`config.mk`:
```
export PLATFORM = sky130hd
export DESIGN_NAME = spi_cfg_port
export DESIGN_NICKNAME = d
export VERILOG_FILES = /design/src/rtl/spi_cfg_pkg.sv /design/src/rtl/spi_sync.sv /design/src/rtl/spi_frame.sv /design/src/rtl/spi_cfg_port.sv
export SDC_FILE = /design/constraint.sdc
export NUM_CORES = 1
export LEC_CHECK = 0
export ABC_AREA = 1
export ABC_CLOCK_PERIOD_IN_PS = 3100
export BUFFER_PORTS_ARGS = -buffer_cell sky130_fd_sc_hd__buf_2
export CORE_MARGIN = 2
export CORE_UTILIZATION = 30
export DETAILED_ROUTE_END_ITERATION = 6
export SETUP_SLACK_MARGIN = 0.5
export SYNTH_ARGS = -nofsm -noshare
export SYNTH_HDL_FRONTEND = slang
export SYNTH_SLANG_ARGS = --single-unit
```
`constraint.sdc`:
```
create_clock -name clk -period 3.1 [get_ports clk]
set_input_delay 0.155 -clock clk [delete_from_list [all_inputs] [get_ports clk]]
set_output_delay 0.155 -clock clk [all_outputs]
set_load 0.02 [all_outputs]
```
`src/rtl/spi_cfg_pkg.sv`:
```
package spi_cfg_pkg;
    typedef enum logic [1:0] {
        EV_NONE  = 2'd0,
        EV_START = 2'd1,
        EV_END   = 2'd2
    } frame_ev_e;
endpackage

```
`src/rtl/spi_sync.sv`:
```
module spi_sync #(
    parameter int               WIDTH   = 3,
    parameter int               STAGES  = 2,
    parameter logic [WIDTH-1:0] RST_VAL = '0
) (
    input  logic             clk,
    input  logic             rst_n,
    input  logic [WIDTH-1:0] async_i,
    output logic [WIDTH-1:0] sync_o
);
    logic [STAGES-1:0][WIDTH-1:0] stage_q;

    genvar s;
    generate
        for (s = 0; s < STAGES; s++) begin : g_stage
            always_ff @(posedge clk or negedge rst_n) begin
                if (!rst_n) begin
                    stage_q[s] <= RST_VAL;
                end else if (s == 0) begin
                    stage_q[s] <= async_i;
                end else begin
                    stage_q[s] <= stage_q[(s == 0) ? 0 : s-1];
                end
            end
        end
    endgenerate

    assign sync_o = stage_q[STAGES-1];
endmodule

```
`src/rtl/spi_frame.sv`:
```
module spi_frame
    import spi_cfg_pkg::*;
#(
    parameter int CMD_W = 8
) (
    input  logic             clk,
    input  logic             rst_n,
    input  logic             sclk_s,
    input  logic             cs_n_s,
    input  logic             si_s,
    output logic             so_o,
    output logic             so_oe_o,
    output logic [CMD_W-1:0] cmd_o,
    output logic             cmd_valid_o,
    output logic             frame_err_o
);
    localparam int CNT_W = $clog2(CMD_W + 2);
    localparam logic [CNT_W-1:0] CNT_FULL = CNT_W'(CMD_W);
    localparam logic [CNT_W-1:0] CNT_SAT  = CNT_W'(CMD_W + 1);

    typedef struct packed {
        logic [CMD_W-1:0] rx;
        logic [CMD_W-1:0] tx;
        logic [CMD_W-1:0] cmd;
        logic [CNT_W-1:0] cnt;
        logic             sclk_p;
        logic             cs_p;
        logic             err;
        logic             err_shown;
        logic             vld;
    } state_t;

    state_t    q, d;
    frame_ev_e ev;
    logic      sclk_fall, sclk_rise;

    always_comb begin
        ev = EV_NONE;
        if (q.cs_p && !cs_n_s)      ev = EV_START;
        else if (!q.cs_p && cs_n_s) ev = EV_END;
        sclk_fall = q.sclk_p && !sclk_s;
        sclk_rise = !q.sclk_p && sclk_s;
    end

    always_comb begin
        d        = q;
        d.vld    = 1'b0;
        d.cs_p   = cs_n_s;
        d.sclk_p = sclk_s;
        case (ev)
            EV_START: begin
                d.cnt       = '0;
                d.tx        = {q.err, q.cmd[CMD_W-2:0]};
                d.err_shown = q.err;
            end
            EV_END: begin
                if (q.cnt == CNT_FULL) begin
                    d.cmd = q.rx;
                    d.vld = 1'b1;
                    d.err = q.err & ~q.err_shown;
                end else begin
                    d.err = 1'b1;
                end
                d.err_shown = 1'b0;
            end
            default: begin
                if (!cs_n_s) begin
                    if (sclk_fall) begin
                        d.rx = {q.rx[CMD_W-2:0], si_s};
                        if (q.cnt != CNT_SAT) d.cnt = q.cnt + 1'b1;
                    end
                    if (sclk_rise) begin
                        d.tx = {q.tx[CMD_W-2:0], 1'b0};
                    end
                end
            end
        endcase
    end

    always_ff @(posedge clk or negedge rst_n) begin
        if (!rst_n) begin
            q        <= '0;
            q.cs_p   <= 1'b1;
        end else begin
            q <= d;
        end
    end

    assign so_oe_o     = ~cs_n_s;
    assign so_o        = so_oe_o & q.tx[CMD_W-1];
    assign cmd_o       = q.cmd;
    assign cmd_valid_o = q.vld;
    assign frame_err_o = q.err;

    // strobe lasts one cycle
    p_valid_single_r4: assert property (@(posedge clk) disable iff (!rst_n)
        cmd_valid_o |=> !cmd_valid_o);
    // strobe never while select is low
    p_valid_idle_r4: assert property (@(posedge clk) disable iff (!rst_n)
        cmd_valid_o |-> cs_n_s);
    // error only appears at the end of a frame
    p_err_at_end_r5: assert property (@(posedge clk) disable iff (!rst_n)
        $rose(frame_err_o) |-> $past(cs_n_s) && !$past(q.cs_p));
    // a rejected frame never strobes
    p_no_valid_on_err_r5: assert property (@(posedge clk) disable iff (!rst_n)
        $rose(frame_err_o) |-> !cmd_valid_o);
    // command word changes only with its strobe
    p_cmd_with_valid_r3: assert property (@(posedge clk) disable iff (!rst_n)
        !cmd_valid_o |-> $stable(cmd_o));
    // data-out is quiet whenever it is released
    p_so_quiet_r2: assert property (@(posedge clk) disable iff (!rst_n)
        !so_oe_o |-> !so_o);
endmodule

```
`src/rtl/spi_cfg_port.sv`:
```
module spi_cfg_port #(
    parameter int CMD_W       = 8,
    parameter int SYNC_STAGES = 2
) (
    input  logic             clk,
    input  logic             rst_n,
    input  logic             sclk_i,
    input  logic             cs_n_i,
    input  logic             si_i,
    output logic             so_o,
    output logic             so_oe_o,
    output logic [CMD_W-1:0] cmd_o,
    output logic             cmd_valid_o,
    output logic             frame_err_o
);
    logic sclk_s, cs_n_s, si_s;

    spi_sync #(
        .WIDTH  (3),
        .STAGES (SYNC_STAGES),
        .RST_VAL(3'b100)
    ) u_sync (
        .clk    (clk),
        .rst_n  (rst_n),
        .async_i({cs_n_i, sclk_i, si_i}),
        .sync_o ({cs_n_s, sclk_s, si_s})
    );

    spi_frame #(
        .CMD_W(CMD_W)
    ) u_frame (
        .clk        (clk),
        .rst_n      (rst_n),
        .sclk_s     (sclk_s),
        .cs_n_s     (cs_n_s),
        .si_s       (si_s),
        .so_o       (so_o),
        .so_oe_o    (so_oe_o),
        .cmd_o      (cmd_o),
        .cmd_valid_o(cmd_valid_o),
        .frame_err_o(frame_err_o)
    );
endmodule

```
Word-level counts from Yosys, hierarchy flattened --
Cells that the tools add are included.
Storage, ports and cells: register bits after elaboration 39, output and inout bits 12
Cells by class: add/subtract/negate cells 1, equal/unequal tests 5, multiplexer cells 13, bitwise gates (word level) 6, reduce and logical (&&, ||, !) cells 17
Operator list (number):
- two-way mux 8 bit | 2
- one-hot mux 8 bit (2 select lines) | 1
- two-way mux 4 bit | 3
- one-hot mux 4 bit (2 select lines) | 1
- nonzero test 2 bit | 4
- AND reduction 3 bit | 2
- adder 4 x 1 -> 4 bit (second input constant) | 1
- equality test 4 bit (second input constant) | 1
- logical AND 1 bit | 4
- logical NOT 1 bit | 4
- two-way mux 2 bit | 2
- != test 4 bit (second input constant) | 1
- inverter 1 bit | 4
- AND reduction 4 bit | 1
- two-way mux 1 bit | 3
- bitwise AND 1 bit | 2
- equality test 2 x 1 -> 1 bit (second input constant) | 1
- equality test 2 bit (second input constant) | 1
- != test 2 x 1 -> 1 bit (second input constant) | 1
- one-hot mux 1 bit (2 select lines) | 1
- AND reduction 2 bit | 1
- OR reduction 2 bit | 1

Logic depth before layout (Yosys ltp) --
depth after elaboration 8, gate-level depth with buffers 8, gate-level depth less buffers 8

Modules after synthesis --
Synthesis repeated with hierarchy kept, for this count alone.
Second synthesis, totals: cells, all modules 195, area, all modules 1796.7 um^2
By module, submodules not included:
- spi_frame | instances 1, cells an instance 186, area each 1621.6 um^2
- spi_sync | instances 1, cells an instance 9, area each 175.2 um^2

Least setup slack after synthesis --
Ideal clock, no wire load.
path kind register to register, start point register u_sync.stage_q (netlist bit u_sync.sync_o[2]), end point register u_frame.q[19] (netlist name), library setup time 0.126 ns, arrival 1.520 ns, setup slack 1.454 ns, stages on the path, launching flop included 8, path buffers 1, cells stage by stage dfstp_2 -> inv_1 -> ha_1 -> o21ai_2 -> nor2_4 -> buf_6 -> nand2_1 -> o21ai_0
Between the ends: longest elaborated chain between the ends 6, elaborated cells on any way between the ends 12
Ends and longest elaborated chain:
- start: declaration | line spi_sync.sv:11 | logic [STAGES-1:0][WIDTH-1:0] stage_q;
- start signal: indexed assignment | line spi_sync.sv:20 | stage_q[s] <= async_i;
- start signal: indexed assignment | line spi_sync.sv:22 | stage_q[s] <= stage_q[(s == 0) ? 0 : s-1];
- logical AND 1 bit / logical NOT 1 bit (equally long branches)
- two-way mux 2 bit / logical AND 1 bit (equally long branches) | line spi_frame.sv:40, spi_frame.sv:39
- two-way mux 2 bit | line spi_frame.sv:39 | if (q.cs_p && !cs_n_s) ev = EV_START;
- equality test 2 x 1 -> 1 bit / equality test 2 bit (equally long branches) | line spi_frame.sv:50 | case (ev)
- != test 2 x 1 -> 1 bit (no source line), or another cell as far along
- AND reduction 3 bit (no source line)
- end: declaration | line spi_frame.sv:33 | state_t q, d;
Parallel ways exist; a longest one is shown, timed or not. A chain may end at the register's enable or synchronous reset.

Worst setup path in the final report --
start point register u_sync.stage_q (netlist bit u_sync.sync_o[2]), end point register u_frame.q[7] (netlist name)
Between the ends: longest elaborated chain between the ends 6, elaborated cells on any way between the ends 13
Ends and longest elaborated chain (line):
- logical AND 1 bit / logical NOT 1 bit (equally long branches)
- two-way mux 2 bit / logical AND 1 bit (equally long branches) | spi_frame.sv:40, spi_frame.sv:39
- two-way mux 2 bit | spi_frame.sv:39
- equality test 2 x 1 -> 1 bit / equality test 2 bit (equally long branches) | spi_frame.sv:50
- != test 2 x 1 -> 1 bit (no source line), or another cell as far along
- AND reduction 4 bit (no source line)
Parallel ways exist; a longest one is shown, timed or not.

==> run_results.csv <==
group,metric,value,unit
global_routing,grt_max_degree,40,
global_routing,grt_pass1_wl,5.13,mm
hold_path,hold_path.class,"register to register",
setup_path,ff2ff_setup_slack,1350,ps
run,maxCapViolCount,0,
placed_design,gp_congestion,0.838,
floorplanning,ios,17,
routing,ant_nets,0,
setup_path,path_class,"register to register",
sta,hold_viol_final,0,
setup_path,cp-start-kind,"register",
placed_design,dp_slack,1360,ps
sta,drv_slew,0,
synthesis,async_flop_share,1.00,
status,status,"finished, final reports clean",
global_routing,grt_pass1_vias,1102,
setup_path,crit_path_start,"u_sync.sync_o[2]",
placed_design,dpl_cell_area,1800,sq um
cts,clk_pin_slew,80,ps
routing,routed.top_layer,"met4",
synthesis,synthTopCellsByCount,"47 x nand2_1, 36 x dfrtp_1, 32 x o21ai_0, 28 x inv_1, 8 x buf_4",
floorplanning,die-area,6350,sq um
sta,final.setup_skew,10.9,ps
final_layout,area_growth_syn_to_layout,13.3,%
final_layout,antennaDiodeCount,0,
setup_path,crit_end,"u_frame.q[7]",
synthesis,synth_edf_count,0,
placed_design,place_hpwl,2.06,mm
cts,htreeDepth,2,
sta,period_share,0.565,
power_and_ir_drop,finalPower,1.24,mW
final_layout,utilization,0.353,
global_routing,antenna_found_initial,0,
cts,tritoncts.num_buffers,5,
placed_design,place_inst,262,
sta,worst_slack,1350,ps
setup_path,cp.arrival,1990,ps
sta,max_slew_margin,0.425,
synthesis,synthDistinctLibCells,18,
floorplanning,core-area,5510,sq um
synthesis,synth.area.top_cells,"dfrtp_1 52%, nand2_1 10%, o21ai_0 9.3%, inv_1 6.1%, dfstp_2 4.6%",
routing,vias_per_cell,4.16,
synthesis,yosysMostFrequentCell,"nand2_1",
global_routing,track_usage,0.107,
cts,clockRootBuffer,"clkbuf_8",
routing,drc,0,
cts,cts.sinks,39,
final_layout,finalNonFillerCells,274,
routing,vias,1140,
global_routing,globalRoute.totalOverflow,0,
setup_path,crit_path_end_kind,"register",
sta,rsz0062_at_grt,"no",
cts,insertion_delay,290,ps
hold_path,worstHoldStart,"u_sync.stage_q[0]",
setup_path,r2r_start,"u_sync.sync_o[2]",
synthesis,ys_warn_count,0,
synthesis,synthFlopType,"dfrtp_1",
routing,drtIter0Drc,94,
synthesis,synth_area,1720,sq um
placed_design,portBuffers,16,
synthesis,synth_top_area_cell,"dfrtp_1",
floorplanning,die_y,79.7,microns
synthesis,synth_top_area_frac,0.524,
synthesis,synth_nets,197,
setup_path,r2r_end,"u_frame.q[7]",
final_layout,layout-drive-gt1-share,0.153,
floorplanning,row_count,27,
sta,tightest_slew,862,ps
synthesis,ys_ff_latch,39,
sta,timing.hold.ws,352,ps
floorplanning,initial_core_util,0.312,
final_layout,layout.nets,212,
sta,final.setup.tns,0,ps
synthesis,syn_avg_cell_area,9.24,sq um
floorplanning,die_w,79.7,microns
power_and_ir_drop,powerDensity,638,nW/um^2
setup_path,crit_fanout,16,
sta,setup_viol_count_final,0,
power_and_ir_drop,max-vdd-ir-drop,0.253,mV
routing,wl_met1,1.52,mm
routing,dr_wl_met3,132,microns
routing,dr.pass1.iters,4,
synthesis,synth_seq_area_share,0.570,
routing,met2_length,1.22,mm
cts,cts_tree,"built",
power_and_ir_drop,leakage,0.957,nW
sta,fin_crit,1750,ps
final_layout,fin_area,1950,sq um
synthesis,syn_inst,186,
routing,avgRoutedWirePerCell,10.7,microns
sta,clock.fmax,571,MHz
cts,post_cts.repair.setup_buffers,0,
setup_path,ff2ff_path_depth,7,
setup_path,cp.required,3330,ps
cts,clock_path_buffers,2,
routing,finalWirelength,2.92,mm
[placed cells by master (no fill, tap or decap)]
master	n
clkbuf_1	1
nand3_2	1
ha_1	6
dfstp_2	3
inv_1	28
and3_2	1
nand2_4	1
dfrtp_1	36
nor2_1	6
nor2_4	1
o21ai_2	1
a21oi_1	6
o21ai_0	32
nand3_1	4
buf_2	16
dlygate4sd3_1	4
nand2_1	47
clkbuf_8	5
nand3b_1	1
bufinv_16	1
clkinvlp_4	1
[logic make-up (layout without fill, tap and decap cells)]
kind of cell             after synthesis  after routing  synth area share
adder cells (fa/ha/maj)                6              6            0.0437
buffers and inverters                 40             56             0.115
AO/OA/AOI/OAI                         39             39             0.116
flip-flops                            39             39             0.570
AND/OR/NAND/NOR                       62             62             0.155
[final cells by class]
| class | instances | area, sq um |
|---|---|---|
| clock inverters | 2 | 37.5 |
| repair buffers | 20 | 120 |
| multi-input cells | 107 | 541 |
| fillers | 581 | 3560 |
| clock buffers | 6 | 72.6 |
| well taps | 72 | 90.1 |
| flip-flops and latches | 39 | 980 |
| inverters | 28 | 105 |
[sequential cells by signal, indices dropped and copies added (netlist names)]
| signal | cells |
|---|---|
| u_frame.cmd_o | 8 |
| u_frame.q | 23 |
| u_sync.stage_q | 3 |
| u_frame.cmd_valid_o | 1 |
| u_sync.sync_o | 3 |
| u_frame.frame_err_o | 1 |
[timing repair]
item | in CTS | in global routing
hold buffers | 4 | 0
endpoints found under the hold margin | 30 | 0
endpoints found under the setup margin | 0 | 0
gates resized for setup | 0 | 0
[routing by layer]
layer	vias to the layer above	global-route usage
met1	512	0.141
met3	6	0.0373
met5	-	0
met2	16	0.161
li1	606	-
met4	0	0.0414
[report_power, final]
part,switching [mW],internal (mW)
Sequential,0.0506,0.579
Clock,0.180,0.240
Combinational,0.120,0.0722
[worst min path at each step]
stage                              endpoint  slack (ps)  cells after the start
after floorplan            u_frame.cmd_o[0]        -140                      0
after global placement    u_sync.stage_q[2]         260                      1
after detailed placement  u_sync.stage_q[2]         270                      1
after CTS                  u_sync.sync_o[1]         350                      0
after global routing       u_sync.sync_o[1]         360                      0
final                      u_sync.sync_o[0]         350                      0
[worst max-delay path: stages, from the launching register on]
cell and delay [ps]:
dfstp_2 560, inv_1 100, ha_1 380, o21ai_2 290
inv_1 120, nand2_1 130, nand2_1 60, nand2_1 60
Note: power is estimated with default switching activity, not from simulation.
